--- src/rtl/pcs_pkg.sv ---
package pcs_pkg;
  typedef enum logic {PH_UP = 1'b0, PH_DOWN = 1'b1} phase_t;
endpackage

--- src/rtl/pcs_period_timer.sv ---
module pcs_period_timer #(
  parameter int PW = 16
) (
  input  logic          clk,
  input  logic          rst_n,
  input  logic [PW-1:0] period_len,
  input  logic          alt_mode,
  output logic          sample,
  output logic          count_down
);
  import pcs_pkg::*;

  logic [PW-1:0] tick;
  phase_t        phase;
  logic          wrap;

  assign wrap       = (tick >= period_len);
  assign sample     = wrap && (!alt_mode || phase == PH_DOWN);
  // a pulse in the final cycle of a period is credited to the next period
  assign count_down = alt_mode && (wrap ? (phase == PH_UP) : (phase == PH_DOWN));

  always_ff @(posedge clk or negedge rst_n) begin
    if (!rst_n) begin
      tick  <= '0;
      phase <= PH_UP;
    end else begin
      tick <= wrap ? '0 : tick + PW'(1);
      if (!alt_mode)
        phase <= PH_UP;
      else if (wrap)
        phase <= (phase == PH_UP) ? PH_DOWN : PH_UP;
    end
  end
endmodule

--- src/rtl/pcs_pixel_counter.sv ---
module pcs_pixel_counter #(
  parameter int CW = 8
) (
  input  logic          clk,
  input  logic          rst_n,
  input  logic          hit,
  input  logic          clear,
  input  logic          down,
  output logic [CW-1:0] value
);
  localparam logic [CW-1:0] TOP = {1'b0, {(CW-1){1'b1}}};
  localparam logic [CW-1:0] BOT = {1'b1, {(CW-1){1'b0}}};

  always_ff @(posedge clk or negedge rst_n) begin
    if (!rst_n) begin
      value <= '0;
    end else if (clear) begin
      value <= {{(CW-1){1'b0}}, hit};
    end else if (hit) begin
      if (down) begin
        if (value != BOT) value <= value - CW'(1);
      end else begin
        if (value != TOP) value <= value + CW'(1);
      end
    end
  end
endmodule

--- src/rtl/pcs_readout.sv ---
module pcs_readout #(
  parameter int NPIX = 4,
  parameter int CW   = 8,
  parameter int IW   = 2
) (
  input  logic               clk,
  input  logic               rst_n,
  input  logic               sample,
  input  logic [NPIX*CW-1:0] counts,
  input  logic               out_ready,
  output logic               out_valid,
  output logic [CW-1:0]      out_count,
  output logic [IW-1:0]      out_idx,
  output logic               out_first,
  output logic               out_last,
  output logic               overrun
);
  localparam logic [IW-1:0] LAST = IW'(NPIX - 1);

  logic [CW-1:0] hold [NPIX];
  logic          busy;
  logic [IW-1:0] idx;
  logic          xfer;
  logic          done;

  assign xfer = busy && out_ready;
  assign done = xfer && (idx == LAST);

  always_ff @(posedge clk or negedge rst_n) begin
    if (!rst_n) begin
      busy    <= 1'b0;
      idx     <= '0;
      overrun <= 1'b0;
      for (int i = 0; i < NPIX; i++) hold[i] <= '0;
    end else begin
      overrun <= sample && busy && !done;
      if (sample) begin
        for (int i = 0; i < NPIX; i++) hold[i] <= counts[i*CW +: CW];
        busy <= 1'b1;
        idx  <= '0;
      end else if (xfer) begin
        if (idx == LAST) busy <= 1'b0;
        else             idx  <= idx + IW'(1);
      end
    end
  end

  assign out_valid = busy;
  assign out_count = hold[idx];
  assign out_idx   = idx;
  assign out_first = (idx == '0);
  assign out_last  = (idx == LAST);
endmodule

--- src/rtl/pixel_count_serializer.sv ---
module pixel_count_serializer #(
  parameter int NPIX = 8,
  parameter int CW   = 6,
  parameter int PW   = 16,
  localparam int IW  = (NPIX > 1) ? $clog2(NPIX) : 1
) (
  input  logic            clk,
  input  logic            rst_n,
  input  logic [PW-1:0]   period_len,
  input  logic            alt_mode,
  input  logic [NPIX-1:0] photon,
  output logic            out_valid,
  input  logic            out_ready,
  output logic [CW-1:0]   out_count,
  output logic [IW-1:0]   out_idx,
  output logic            out_first,
  output logic            out_last,
  output logic            overrun
);
  logic               sample_w;
  logic               down_w;
  logic [NPIX*CW-1:0] counts_flat;

  pcs_period_timer #(.PW(PW)) u_timer (
    .clk(clk), .rst_n(rst_n), .period_len(period_len), .alt_mode(alt_mode),
    .sample(sample_w), .count_down(down_w)
  );

  for (genvar g = 0; g < NPIX; g++) begin : g_pix
    pcs_pixel_counter #(.CW(CW)) u_cnt (
      .clk(clk), .rst_n(rst_n), .hit(photon[g]), .clear(sample_w),
      .down(down_w), .value(counts_flat[g*CW +: CW])
    );
  end

  pcs_readout #(.NPIX(NPIX), .CW(CW), .IW(IW)) u_rd (
    .clk(clk), .rst_n(rst_n), .sample(sample_w), .counts(counts_flat),
    .out_ready(out_ready), .out_valid(out_valid), .out_count(out_count),
    .out_idx(out_idx), .out_first(out_first), .out_last(out_last),
    .overrun(overrun)
  );
endmodule

--- config.mk ---
export PLATFORM = sky130hd
export DESIGN_NAME = pixel_count_serializer
export DESIGN_NICKNAME = d
export VERILOG_FILES = /design/src/rtl/pcs_pkg.sv /design/src/rtl/pcs_period_timer.sv /design/src/rtl/pcs_pixel_counter.sv /design/src/rtl/pcs_readout.sv /design/src/rtl/pixel_count_serializer.sv
export SDC_FILE = /design/constraint.sdc
export NUM_CORES = 1
export LEC_CHECK = 0
export BUFFER_PORTS_ARGS = -buffer_cell sky130_fd_sc_hd__buf_2
export CAP_MARGIN = 10
export CORE_AREA = 5 5 170 172
export DETAILED_ROUTE_END_ITERATION = 8
export DIE_AREA = 0 0 175 177
export PLACE_DENSITY = 0.47
export SLEW_MARGIN = 20
export SYNTH_ARGS = -nofsm -noshare
export SYNTH_HDL_FRONTEND = slang
export SYNTH_SLANG_ARGS = --single-unit
--- constraint.sdc ---
create_clock -name clk -period 6.9 [get_ports clk]
set_clock_uncertainty 0.05 [all_clocks]
set_input_delay 1.38 -clock clk [delete_from_list [all_inputs] [get_ports clk]]
set_output_delay 1.38 -clock clk [all_outputs]
set_load 0.01 [all_outputs]
### Word-level counts from Yosys, hierarchy flattened

Index checks and enable logic that the tools add are counted.

* register bits after elaboration: 118
* bits of input ports: 28
* output and inout bits: 13
* word-level logic and storage cells: 162

* add/subtract/negate cells: 18
* order comparisons: 2
* equality and inequality tests: 27
* muxes and demuxes: 54
* bitwise gates (word level): 2
* reduce and logical (&&, ||, !) cells: 38

Operators by type and width (count)
* 6-bit 2-to-1 mux: 42
* 6-bit by 1-bit adder with 6-bit output (second input constant): 8
* 6-bit by 5-bit inequality test with 1-bit output (second input constant): 8
* 6-bit inequality test (second input constant): 8
* 6-bit by 1-bit subtractor with 6-bit output (second input constant): 8
* 3-bit by 1-bit inequality test with 1-bit output (second input constant): 8
* 3-bit AND reduction: 8
* 3-bit nonzero test: 8
* 2-bit nonzero test: 10
* 6-bit binary-select mux with 3-bit select: 1
* 16-bit by 1-bit adder with 16-bit output (second input constant): 1
* 16-bit greater-or-equal comparator: 1
* 16-bit 2-to-1 mux: 1
* 3-bit 2-to-1 mux: 3
* 1-bit 2-to-1 mux: 7
* 1-bit logical AND: 6
* 4-bit greater-or-equal comparator (second input constant): 1
* 2-bit by 1-bit inequality test with 1-bit output (second input constant): 2
* 3-bit NOT with 4-bit output: 1
* 2-bit AND reduction: 2
* 3-bit by 1-bit adder with 3-bit output (second input constant): 1
* 3-bit == test (second input constant): 1
* 3-bit logical NOT: 1
* 1-bit logical NOT: 2
* 2 further kinds: 2

### Longest topological paths before layout

Gate-level depths: netlist of the first run.

* word-level depth: 6
* mapped depth: 18

### Cells and area by module

Synthesis of the first run repeated with hierarchy kept, for this count alone.

* cell total of the unflattened synthesis: 686
* area, all modules: 7659.8 sq um

Modules (own cells, without submodules)
* pcs_pixel_counter (g_pix[3].u_cnt ...): times used 5, cells an instance 51, area each 510.5 sq um
* pcs_readout: times used 1, cells an instance 158, area each 2431.1 sq um
* pcs_pixel_counter (g_pix[0].u_cnt ...): times used 3, cells an instance 48, area each 485.5 sq um
* pcs_period_timer: times used 1, cells an instance 129, area each 1219.9 sq um

### Worst setup path after synthesis of the first run

No wires, ideal clock.

* kind: input to register
* start: input port period_len[4]
* end: register g_pix[6].u_cnt.value[5]
* library setup time: 0.130 ns
* data arrival time: 5.905 ns
* setup slack: 0.815 ns
* stages: 18
* path buffers: 2
* cell sequence: inv_1 ha_1 a211oi_2 o21ai_1 a31oi_4 o21ai_2 xnor2_2 buf_4 buf_4 nor2_1 ha_1 a211oi_1 o21bai_1 a21o_1 o2111ai_1 o221ai_1 nor4_1 a21oi_1

* word-level cells in the longest chain between the ends: 6

Ends and longest elaborated chain
* from (decl): line pixel_count_serializer.sv:9 `input logic [PW-1:0] period_len,`
* 16-bit greater-or-equal comparator (*): line pcs_period_timer.sv:17 `assign wrap = (tick >= period_len);`
* 1-bit 2-to-1 mux: line pcs_period_timer.sv:20 `assign count_down = alt_mode && (wrap ? (phase == PH_UP) : (phase == PH_DOWN));`
* 1-bit logical AND: line pcs_period_timer.sv:20
* 6-bit 2-to-1 mux: line pcs_pixel_counter.sv:20 `if (down) begin`
* 6-bit 2-to-1 mux: line pcs_pixel_counter.sv:19 `end else if (hit) begin`
* 6-bit 2-to-1 mux: line pcs_pixel_counter.sv:17 `end else if (clear) begin`
* to (signal assigned): line pcs_pixel_counter.sv:18 `value <= {{(CW-1){1'b0}}, hit};`
* to (signal assigned): line pcs_pixel_counter.sv:21 `if (value != BOT) value <= value - CW'(1);`
* to (signal assigned): line pcs_pixel_counter.sv:23 `if (value != TOP) value <= value + CW'(1);`
* to (decl): line pcs_pixel_counter.sv:9 `output logic [CW-1:0] value`

Every way passes the cells marked *; elsewhere a longest branch is shown, timed or not. The select of a mux whose other input is x is not followed.
A chain may end at the register's enable or synchronous reset.

### Final worst setup path of the first run

* start: input port period_len[4]
* end: register g_pix[0].u_cnt.value[5]

* word-level cells in the longest chain between the ends: 6

Ends and longest elaborated chain (line)
* 16-bit greater-or-equal comparator (*): pcs_period_timer.sv:17
* 1-bit 2-to-1 mux: pcs_period_timer.sv:20
* 1-bit logical AND: pcs_period_timer.sv:20
* 6-bit 2-to-1 mux: pcs_pixel_counter.sv:20
* 6-bit 2-to-1 mux: pcs_pixel_counter.sv:19
* 6-bit 2-to-1 mux: pcs_pixel_counter.sv:17
* to (signal assigned): pcs_pixel_counter.sv:18
* to (signal assigned): pcs_pixel_counter.sv:21
* to (signal assigned): pcs_pixel_counter.sv:23
* to (decl): pcs_pixel_counter.sv:9

Marks and branches as above.

==> flow_summary_export.csv, run 1 <==
group,metric,value,unit
synthesis,synthArstFlopShare,100,%
clocking,h-tree-depth,4,
global_routing,grt_util_all_layers,13.0,%
floorplan,fp.dieH,177,um
global_routing,grt_pass1_vias,5832,
setup_path,critical_path.startpoint_type,"input pin",
setup_path,r2r-start,"u_timer.tick[4]$_DFF_PN0_",
final_layout,syn2layout_area_growth,14.6,%
drt,dr_total_vias,5796,
timing,fin_tns_setup,0,ns
floorplan,die-area,31000,sq um
clocking,cts-root-buf,"clkbuf_16",
clocking,cts_tree,"done",
synthesis,synth_flop_cell,"dfrtp_1",
setup_path,crit_end,"g_pix[0].u_cnt.value[5]$_DFFE_PN0P_",
pwr,ir_drop,0.000193,V
timing,setup_viol,0,
synthesis,yosysWarningCount,0,
global_routing,grt.overflow.total,0,
setup_path,r2r_end,"g_pix[0].u_cnt.value[5]$_DFFE_PN0P_",
floorplan,initial_core_util,28.3,%
drt,drtIter0Drc,299,
setup_path,cp.required,7.20,ns
synthesis,synth.avg_cell_area,10.7,sq um
placement,port-buffer-count,40,
final_layout,n_antenna_cell,0,
setup_path,crit_path_start,"period_len[4]",
setup_path,worstSetupPathType,"in -> reg",
synthesis,yosys.area.top_type,"dfrtp_1",
final_layout,final_cell_mix,"dfrtp_1 (118), mux2_2 (52), nand2_1 (52), ha_1 (52), nor2_1 (41)",
synthesis,synth_edf_count,0,
setup_path,cp.arrival,4.88,ns
global_routing,grt_pass1_wl,32100,um
synthesis,yosysUniqueCellTypes,66,
drt,ant_nets,0,
placement,place_hpwl,13800,um
floorplan,num_rows,61,
pwr,leakage,4.10,nW
drt,wirelength,19500,um
placement,gp_congestion,0.740,
drt,via_per_inst,5.17,
setup_path,critPathMaxFanout,27,
timing,worstMarginPinSlew,0.891,ns
timing,drv_slew,0,
clocking,insertion_delay,0.41,ns
worst_hold_path,hold_path.class,"reg -> reg",
timing,maxSlewHeadroom,40.6,%
synthesis,syn_nets,809,
drt,wl_per_cell,17.4,um
floorplan,die_w,175,um
final_layout,layout_commonest_cell,"dfrtp_1",
drt,route.detailed.drc,0,
floorplan,ios,41,
synthesis,synth-seq-cells,118,
timing,rsz0062_at_grt,"false",
timing,period_needed,4.57,ns
outcome,outcome,"complete, no violations",
clocking,cts.sinks,118,
clocking,hold_buffers,0,
timing,final-hold-violation-count,0,
global_routing,grt_max_degree,67,
final_layout,fin_nets,852,
timing,max_freq,0.219,GHz
final_layout,post_route_cells_drive_above_1_share,21.1,%
synthesis,synth_area,7740,sq um
setup_path,endpoint_kind,"flop",
synthesis,synth_cells,721,
pwr,p_per_area,421,nW/um^2
setup_path,rrSetupSlack,2.95,ns
clocking,path_clk_slew,0.06,ns
clocking,cts_resized,0,
timing,min_period_over_period,66.3,%
synthesis,yosys.area.top_type_share,38.2,%
drt,firstDrtPassIters,5,
job,drv_cap,0,
clocking,cts-buffers-inserted,17,
timing,fin_worst_hold_slack,0.436,ns
synthesis,ys_top_cells_by_area,"dfrtp_1 (38%), ha_1 (8.4%), mux2_2 (7.6%)",
clocking,cts_setup_buffers,0,
floorplan,core,27300,sq um
global_routing,antenna_found_initial,0,
synthesis,seq_area_frac_synth,38.2,%
setup_path,r2r_cells,15,
clocking,cts_buffer_depth,2,
[per-stage QoR]
stage	utilization (%)	total power, mW	worst slack [ns]	instances	cell area, sq um
after floorplan	-	2.47	0.815	721	7740
after global placement	30.4	2.91	1.55	1090	8300
after detailed placement	30.4	2.93	1.48	1090	8300
after CTS	32.4	3.78	1.91	1121	8840
after global routing	32.4	4.02	2.07	1122	8860
final	32.4	3.73	2.33	1122	8860
[routing by layer]
layer  GRT usage (%)  share of wire, %  vias up
li1                -                 -     2828
met5               0                 0        -
met1            17.7                48     2855
met3            1.97               2.9       16
met4            4.03               1.4        0
met2            21.4                47       97
[layout make-up]
cell class | count | area, sq um
clock buffers | 24 | 472
clock inverters | 7 | 73.8
fillers | 2832 | 18500
inverters | 33 | 124
multi-input cells | 544 | 4520
flip-flops and latches | 118 | 2950
well taps | 346 | 433
repair buffers | 50 | 290
[sequential cells by signal, indices dropped and copies added (netlist names)]
signal	cells
u_timer.tick	16
u_rd.overrun	1
u_rd.hold	48
g_pix.u_cnt.value	48
u_timer.phase	1
u_rd.out_idx	3
u_rd.out_valid	1
[kinds of logic (layout without fill, tap and decap cells)]
kind of cell | after synthesis | after routing | share of synthesized area (%)
AO/OA/AOI/OAI | 195 | 195 | 19.3
XOR/XNOR | 41 | 41 | 4.98
adder cells (fa/ha/maj) | 60 | 60 | 10.5
buffers and inverters | 59 | 114 | 3.57
flip-flops | 118 | 118 | 38.2
multiplexers | 71 | 71 | 12.0
AND/OR/NAND/NOR | 177 | 177 | 11.5
[Yosys cell counts, drive strengths merged (5+ instances only)]
library cell	number
a211oi	5
a21o	20
a21oi	36
a22o	32
and3	8
and4	5
buf	18
clkbuf	8
dfrtp	118
fa	8
ha	52
inv	33
mux2	53
mux2i	6
mux4	12
nand2	53
nand3	16
nand3b	5
nor2	44
nor2b	6
nor4	12
o211ai	6
o21ai	30
o221ai	8
o22ai	8
o311ai	8
xnor2	25
xor2	16
[worst min path at each step]
stage	from	endpoint	slack [ns]	depth (start not counted)
final	u_rd.hold[5]$_DFFE_PN0P_	u_rd.hold[5]$_DFFE_PN0P_	0.44	2
after global routing	u_rd.hold[5]$_DFFE_PN0P_	u_rd.hold[5]$_DFFE_PN0P_	0.44	2
after CTS	u_rd.hold[5]$_DFFE_PN0P_	u_rd.hold[5]$_DFFE_PN0P_	0.43	2
after detailed placement	u_rd.hold[5]$_DFFE_PN0P_	u_rd.hold[5]$_DFFE_PN0P_	0.42	2
after global placement	u_rd.hold[5]$_DFFE_PN0P_	u_rd.hold[5]$_DFFE_PN0P_	0.41	2
after floorplan	u_rd.hold[11]$_DFFE_PN0P_	u_rd.hold[11]$_DFFE_PN0P_	0.39	2
[critical path: stages]
cell and delay [ns]:
buf_2 0.08, inv_1 0.03, ha_1 0.34, a211oi_2 0.21, o21ai_1 0.13, a31oi_4 0.31
o21ai_2 0.12, xnor2_2 0.17, nor2_4 0.37, buf_12 0.26, ha_1 0.17, a21o_1 0.08
a21oi_1 0.08, o21ai_0 0.37, or3b_2 0.48, o41ai_1 0.08, o22a_1 0.19
[where the power goes]
group          internal (mW)  switching [mW]
logic                  0.802           0.736
registers              0.991           0.373
clock network          0.512           0.318
Power figures use the tool's default switching activity.
==> run 2, diff against run 1 <==
- PLACE_DENSITY: 0.47 -> 0.49
- clock period: 6.9 -> 3.79 ns (I/O delays scaled with it)
==> run 2 against run 1 <==
Power increased by 92%. Cell area up 5.3%. Global-route usage grew 0.78 points. Via count rose by 3.2%. Sequential cell count stayed put. Sequential power grew 85%. Die area stayed put. Utilization increased by 1.7 points. Clock-buffer cell count fell by 5. Non-clock buffer count up 38. Final cell count up 3.5%. First-iteration DRC count grew 16%. Critical path type unchanged. Critical endpoint is now g_pix[5].u_cnt.value[5]$_DFFE_PN0P_. Largest cell class unchanged.
==> flow_summary_export.csv, run 2 (synthesized netlist as in run 1, its figures left out) <==
group,metric,value,unit
clocking,h-tree-depth,4,
outcome,outcome,"complete, no violations",
global_routing,grt_pass1_wl,33800,um
setup_path,r2r-start,"u_timer.tick[0]$_DFF_PN0_",
final_layout,fin_nets,890,
floorplan,core,27300,sq um
pwr,ir_drop,0.000373,V
clocking,cts-root-buf,"clkbuf_16",
global_routing,antenna_found_initial,1,
pwr,leakage,4.31,nW
setup_path,path_common_cell,"o21ai_1",
final_layout,n_antenna_cell,0,
timing,period_needed,3.37,ns
clocking,cts-buffers-inserted,17,
worst_hold_path,hold_path.class,"in -> async",
timing,fin_tns_setup,0,ns
placement,place_hpwl,14800,um
setup_path,cp.arrival,3.67,ns
setup_path,endpoint_kind,"flop",
global_routing,grt_util_all_layers,13.8,%
setup_path,critPathBufInv,4,
floorplan,die-area,31000,sq um
setup_path,r2r_cells,17,
drt,route.detailed.drc,0,
clocking,cts_tree,"done",
clocking,insertion_delay,0.41,ns
pwr,p_per_area,768,nW/um^2
timing,setup_viol,0,
drt,via_per_inst,5.15,
setup_path,worst-path-stages,18,
placement,gp_congestion,0.758,
global_routing,grt.overflow.total,0,
timing,fin_worst_hold_slack,0.305,ns
timing,max_freq,0.297,GHz
drt,wirelength,20400,um
setup_path,critical_path.startpoint_type,"input pin",
setup_path,critPathMaxFanout,16,
drt,wl_per_cell,17.6,um
clocking,path_clk_slew,0.06,ns
drt,drtIter0Drc,346,
drt,ant_nets,0,
global_routing,grt_max_degree,47,
final_layout,post_route_cells_drive_above_1_share,27.5,%
setup_path,r2r_end,"g_pix[5].u_cnt.value[5]$_DFFE_PN0P_",
final_layout,top_regs,"g_pix.u_cnt.value (48), u_rd.hold (48), u_timer.tick (16)",
global_routing,grt_pass1_vias,5984,
timing,maxSlewHeadroom,47.9,%
final_layout,final_core_util,34.2,%
final_layout,syn2layout_area_growth,20.7,%
timing,drv_slew,0,
clocking,cts_setup_buffers,0,
pwr,total_power,7.17,mW
final_layout,layout_commonest_cell,"dfrtp_1",
job,drv_cap,0,
drt,dr_total_vias,5979,
floorplan,ios,41,
drt,firstDrtPassIters,4,
setup_path,cpMaxStageDelayCell,"or3b_2",
timing,final-hold-violation-count,0,
floorplan,fp.dieH,177,um
timing,rsz0062_at_grt,"false",
clocking,cts_resized,0,
timing,min_period_over_period,88.9,%
timing,worstMarginPinSlew,0.782,ns
floorplan,num_rows,61,
setup_path,worstSetupPathType,"in -> reg",
final_layout,final_cell_mix,"dfrtp_1 (118), mux2_2 (52), nand2_1 (51)",
clocking,cts.sinks,118,
floorplan,initial_core_util,28.3,%
floorplan,die_w,175,um
clocking,hold_buffers,0,
setup_path,cp_cell_sequence,"buf_2 > inv_12 > ha_4 > a211oi_2 > o21ai_1 > a31oi_4 > o21ai_2 > xnor2_2 > nor2_4 > buf_12 > buf_4 > ha_1 > a21o_1 > a21oi_2 > o21ai_1 > or3b_2 > o41ai_1 > o22a_1",
clocking,cts_buffer_depth,2,
setup_path,cp.required,4.10,ns
setup_path,path_delay_family,"compound AO/OA/AOI/OAI gates",
setup_path,critical-path-max-stage-delay,0.45,ns
placement,port-buffer-count,40,
setup_path,rrSetupSlack,0.46,ns
[run 2: changes by cell type in the layout (fill, tap and decap cells not counted), moves of 3 or more]
cell	change
buf_4	+35
a21oi_1	-6
ha_1	-6
ha_4	+6
a21oi_2	+5
o21ai_0	-5
o21ai_1	+5
clkbuf_1	-4
inv_6	+4
buf_12	+3
clkinvlp_4	+3
inv_1	-3
[run 2: stage by stage]
step,setup WS [ns],instances,area [sq um]
after detailed placement,-0.0275,1129,8770
after floorplan,-0.427,721,7880
after CTS,0.403,1161,9340
after global routing,0.161,1161,9340
after global placement,0.0203,1129,8770
final,0.421,1161,9340
[run 2: metal layers]
layer | vias to the layer above | routed length (um) | global-route usage, %
li1 | 2911 | - | -
met1 | 2978 | 9970 | 18.9
met2 | 74 | 9650 | 22.4
met3 | 14 | 579 | 2.58
met4 | 2 | 197 | 3.76
met5 | - | 13 | 0
[run 2: worst reg2reg max path: stages (launching register included)]
cell and delay (ns):
dfrtp_1 0.43, inv_1 0.07, ha_1 0.27, nor2b_1 0.14, o21ai_2 0.09, a31oi_4 0.20, o21ai_2 0.10, xnor2_2 0.20
nor2_4 0.07, buf_12 0.16, buf_4 0.18, ha_1 0.27, a21o_1 0.12, a21oi_2 0.06, o21ai_1 0.16, or3b_2 0.45
o41ai_1 0.08, o22a_1 0.19
[run 2: worst max path at each step]
stage	startpoint	end	slack, ns
floorplan	period_len[4]	g_pix[6].u_cnt.value[5]$_DFFE_PN0P_	-0.43
global placement	period_len[4]	g_pix[5].u_cnt.value[5]$_DFFE_PN0P_	0.02
detailed placement	period_len[4]	g_pix[5].u_cnt.value[5]$_DFFE_PN0P_	-0.03
CTS	u_timer.tick[0]$_DFF_PN0_	g_pix[5].u_cnt.value[5]$_DFFE_PN0P_	0.40
global route	u_timer.tick[0]$_DFF_PN0_	g_pix[6].u_cnt.value[5]$_DFFE_PN0P_	0.16
finish	period_len[4]	g_pix[5].u_cnt.value[5]$_DFFE_PN0P_	0.42
[run 2: layout make-up]
cell class                      count  area [sq um]
Clock buffer                       19           443
Clock inverter                     13           123
Fill cell                        2771         18000
Inverter                           33           136
Multi-Input combinational cell    544          4640
Sequential cell                   118          2950
Tap cell                          346           433
Timing Repair Buffer               88           613
[run 2: power breakdown]
| group | switching [mW] | internal (mW) | leakage (nW) | total [mW] |
|---|---|---|---|---|
| Clock | 0.633 | 0.926 | 0.267 | 1.56 |
| Sequential | 0.718 | 1.80 | 1.49 | 2.52 |
| Combinational | 1.41 | 1.68 | 2.55 | 3.09 |
==> run 3, diff against run 2 <==
- CORE_AREA: 5 5 170 172 -> 5 5 186 188
- DIE_AREA: 0 0 175 177 -> 0 0 191 193
- PLACE_DENSITY: 0.49 -> 0.43
==> run 3 against run 2 <==
Utilization fell by 5.1 points. Register-to-register slack got worse by 0.05 ns. Non-clock buffer count increased by 4. Critical path depth down 1. Wire length grew 4.1%. Combinational power up 2%. Critical path type unchanged. Sequential power about the same. Cell area up 2.6%. Die area increased by 19%. Sequential share of layout area is 0.79 points lower. First-iteration DRC count grew 7.8%. Hold slack lost 0.0053 ns.
==> flow_summary_export.csv, run 3 (synthesized netlist as in run 1, its figures left out) <==
group,metric,value,unit
final_layout,finalInstanceArea,9580,sq um
timing,period_needed,3.42,ns
floorplan,num_rows,67,
pwr,ir_drop,0.000383,V
drt,via_per_inst,4.75,
clocking,cts-root-buf,"clkbuf_16",
global_routing,grt_util_all_layers,12.0,%
timing,maxSlewHeadroom,41.9,%
clocking,insertion_delay,0.42,ns
placement,port-buffer-count,40,
setup_path,critical_path.startpoint_type,"input pin",
placement,gp_congestion,0.747,
drt,dr_total_vias,6019,
drt,wl_per_cell,16.8,um
setup_path,worstSetupPathType,"in -> reg",
global_routing,grt_pass1_wl,35000,um
pwr,total_power,7.40,mW
floorplan,die-area,36900,sq um
timing,min_period_over_period,90.3,%
setup_path,cpMaxStageDelayCell,"or3b_2",
timing,drv_slew,0,
timing,worstMarginPinSlew,0.868,ns
final_layout,syn2layout_area_growth,23.8,%
global_routing,antenna_found_initial,1,
setup_path,cp_cell_sequence,"buf_2 > inv_12 > ha_4 > a211oi_2 > o21ai_1 > a31oi_4 > o21ai_2 > xnor2_2 > nor2_4 > buf_12 > buf_4 > ha_1 > nand2_1 > o21ai_1 > or3b_2 > o41ai_1 > o22a_1",
drt,route.detailed.drc,0,
final_layout,seq_area,2950,sq um
clocking,cts_setup_buffers,0,
setup_path,critical-path-max-stage-delay,0.47,ns
floorplan,core,32900,sq um
final_layout,post_route_cells_drive_above_1_share,28.0,%
setup_path,critPathMaxFanout,21,
floorplan,ios,41,
final_layout,layout_commonest_cell,"dfrtp_1",
setup_path,crit_end,"g_pix[1].u_cnt.value[5]$_DFFE_PN0P_",
clocking,cts_buffer_depth,2,
final_layout,final_cell_mix,"dfrtp_1 (118), mux2_2 (52), nand2_1 (51)",
final_layout,n_antenna_cell,0,
clocking,cts_resized,0,
timing,max_freq,0.292,GHz
drt,firstDrtPassIters,5,
setup_path,path_common_cell,"o21ai_1",
worst_hold_path,hold_path.class,"in -> async",
pwr,p_per_area,773,nW/um^2
final_layout,fill_cells,3426,
timing,rsz0062_at_grt,"false",
global_routing,grt_pass1_vias,6110,
drt,ant_nets,0,
clocking,cts.sinks,118,
setup_path,r2r-start,"u_timer.tick[0]$_DFF_PN0_",
setup_path,rrSetupSlack,0.41,ns
clocking,hold_buffers,0,
final_layout,fin_nets,894,
setup_path,crit_path_start,"period_len[4]",
setup_path,cp.required,4.10,ns
timing,final-hold-violation-count,0,
drt,wirelength,21300,um
clocking,path_clk_slew,0.07,ns
timing,fin_worst_hold_slack,0.300,ns
global_routing,grt.overflow.total,0,
placement,post_dp_cell_area,8950,sq um
setup_path,r2r_cells,16,
job,drv_cap,0,
drt,drtIter0Drc,373,
setup_path,endpoint_kind,"flop",
placement,place_hpwl,15300,um
setup_path,r2r_end,"g_pix[1].u_cnt.value[5]$_DFFE_PN0P_",
clocking,cts_tree,"done",
timing,setup_viol,0,
clocking,cts-buffers-inserted,17,
final_layout,multi_input_area,4640,sq um
floorplan,die_w,191,um
global_routing,grt_max_degree,46,
floorplan,fp.dieH,193,um
pwr,leakage,4.37,nW
final_layout,top_regs,"g_pix.u_cnt.value (48), u_rd.hold (48), u_timer.tick (16)",
setup_path,cp.arrival,3.73,ns
timing,layout_setup_ws,0.368,ns
floorplan,initial_core_util,23.5,%
clocking,h-tree-depth,4,
placement,post-place-ws,-0.0724,ns
outcome,outcome,"complete, no violations",
[run 3: changes by cell type in the layout (fill, tap and decap cells not counted), sizes merged]
| cell | previous run | this run |
|---|---|---|
| clkbuf | 19 | 18 |
| buf | 88 | 92 |
| bufinv | 1 | 3 |
| clkinvlp | 4 | 2 |
| inv | 37 | 42 |
| clkinv | 4 | 0 |
[run 3: layout make-up]
type                    count  area share [%]
inverters                  33            1.42
clock inverters            14            1.92
multi-input cells         544            48.4
clock buffers              18            4.59
flip-flops and latches    118            30.8
repair buffers             92            6.98
well taps                 448            5.85
[run 3: routing by layer]
| metal | track usage [%] | vias up | wire (um) |
|---|---|---|---|
| li1 | - | 2921 | - |
| met1 | 16.9 | 2979 | 10600 |
| met2 | 19.6 | 101 | 9850 |
| met3 | 2.02 | 16 | 618 |
| met4 | 2.73 | 2 | 216 |
| met5 | 0 | - | 13 |
[run 3: critical path, delay by kind of cell]
kind / cells / cell delay, ns
compound gates: 7 / 1.08
buf+inv: 4 / 0.52
simple gates: 3 / 0.58
xor+xnor: 1 / 0.21
fa+ha+maj: 2 / 0.54
[run 3: through the flow]
stage,std cells,util (%),TNS [ns]
after floorplan,721,-,-3.68
after global placement,1235,27.2,-0.00308
after detailed placement,1235,27.2,-0.182
after global routing,1267,29.1,0
final,1267,29.1,0
after CTS,1267,29.1,0
[run 3: power by group]
part,switching [mW],total (mW),internal (mW),leakage (nW)
Sequential,0.711,2.52,1.80,1.49
Combinational,1.45,3.16,1.71,2.58
Clock,0.656,1.73,1.07,0.300
[run 3: how the worst min path moves through the flow]
stage,depth (start not counted),endpoint,startpoint
floorplan,2,u_rd.hold[11]$_DFFE_PN0P_,u_rd.hold[11]$_DFFE_PN0P_
global placement,2,u_rd.hold[11]$_DFFE_PN0P_,u_rd.hold[11]$_DFFE_PN0P_
detailed placement,2,u_rd.hold[11]$_DFFE_PN0P_,u_rd.hold[11]$_DFFE_PN0P_
CTS,1,g_pix[5].u_cnt.value[5]$_DFFE_PN0P_,rst_n
global route,1,g_pix[5].u_cnt.value[5]$_DFFE_PN0P_,rst_n
finish,1,g_pix[5].u_cnt.value[5]$_DFFE_PN0P_,rst_n
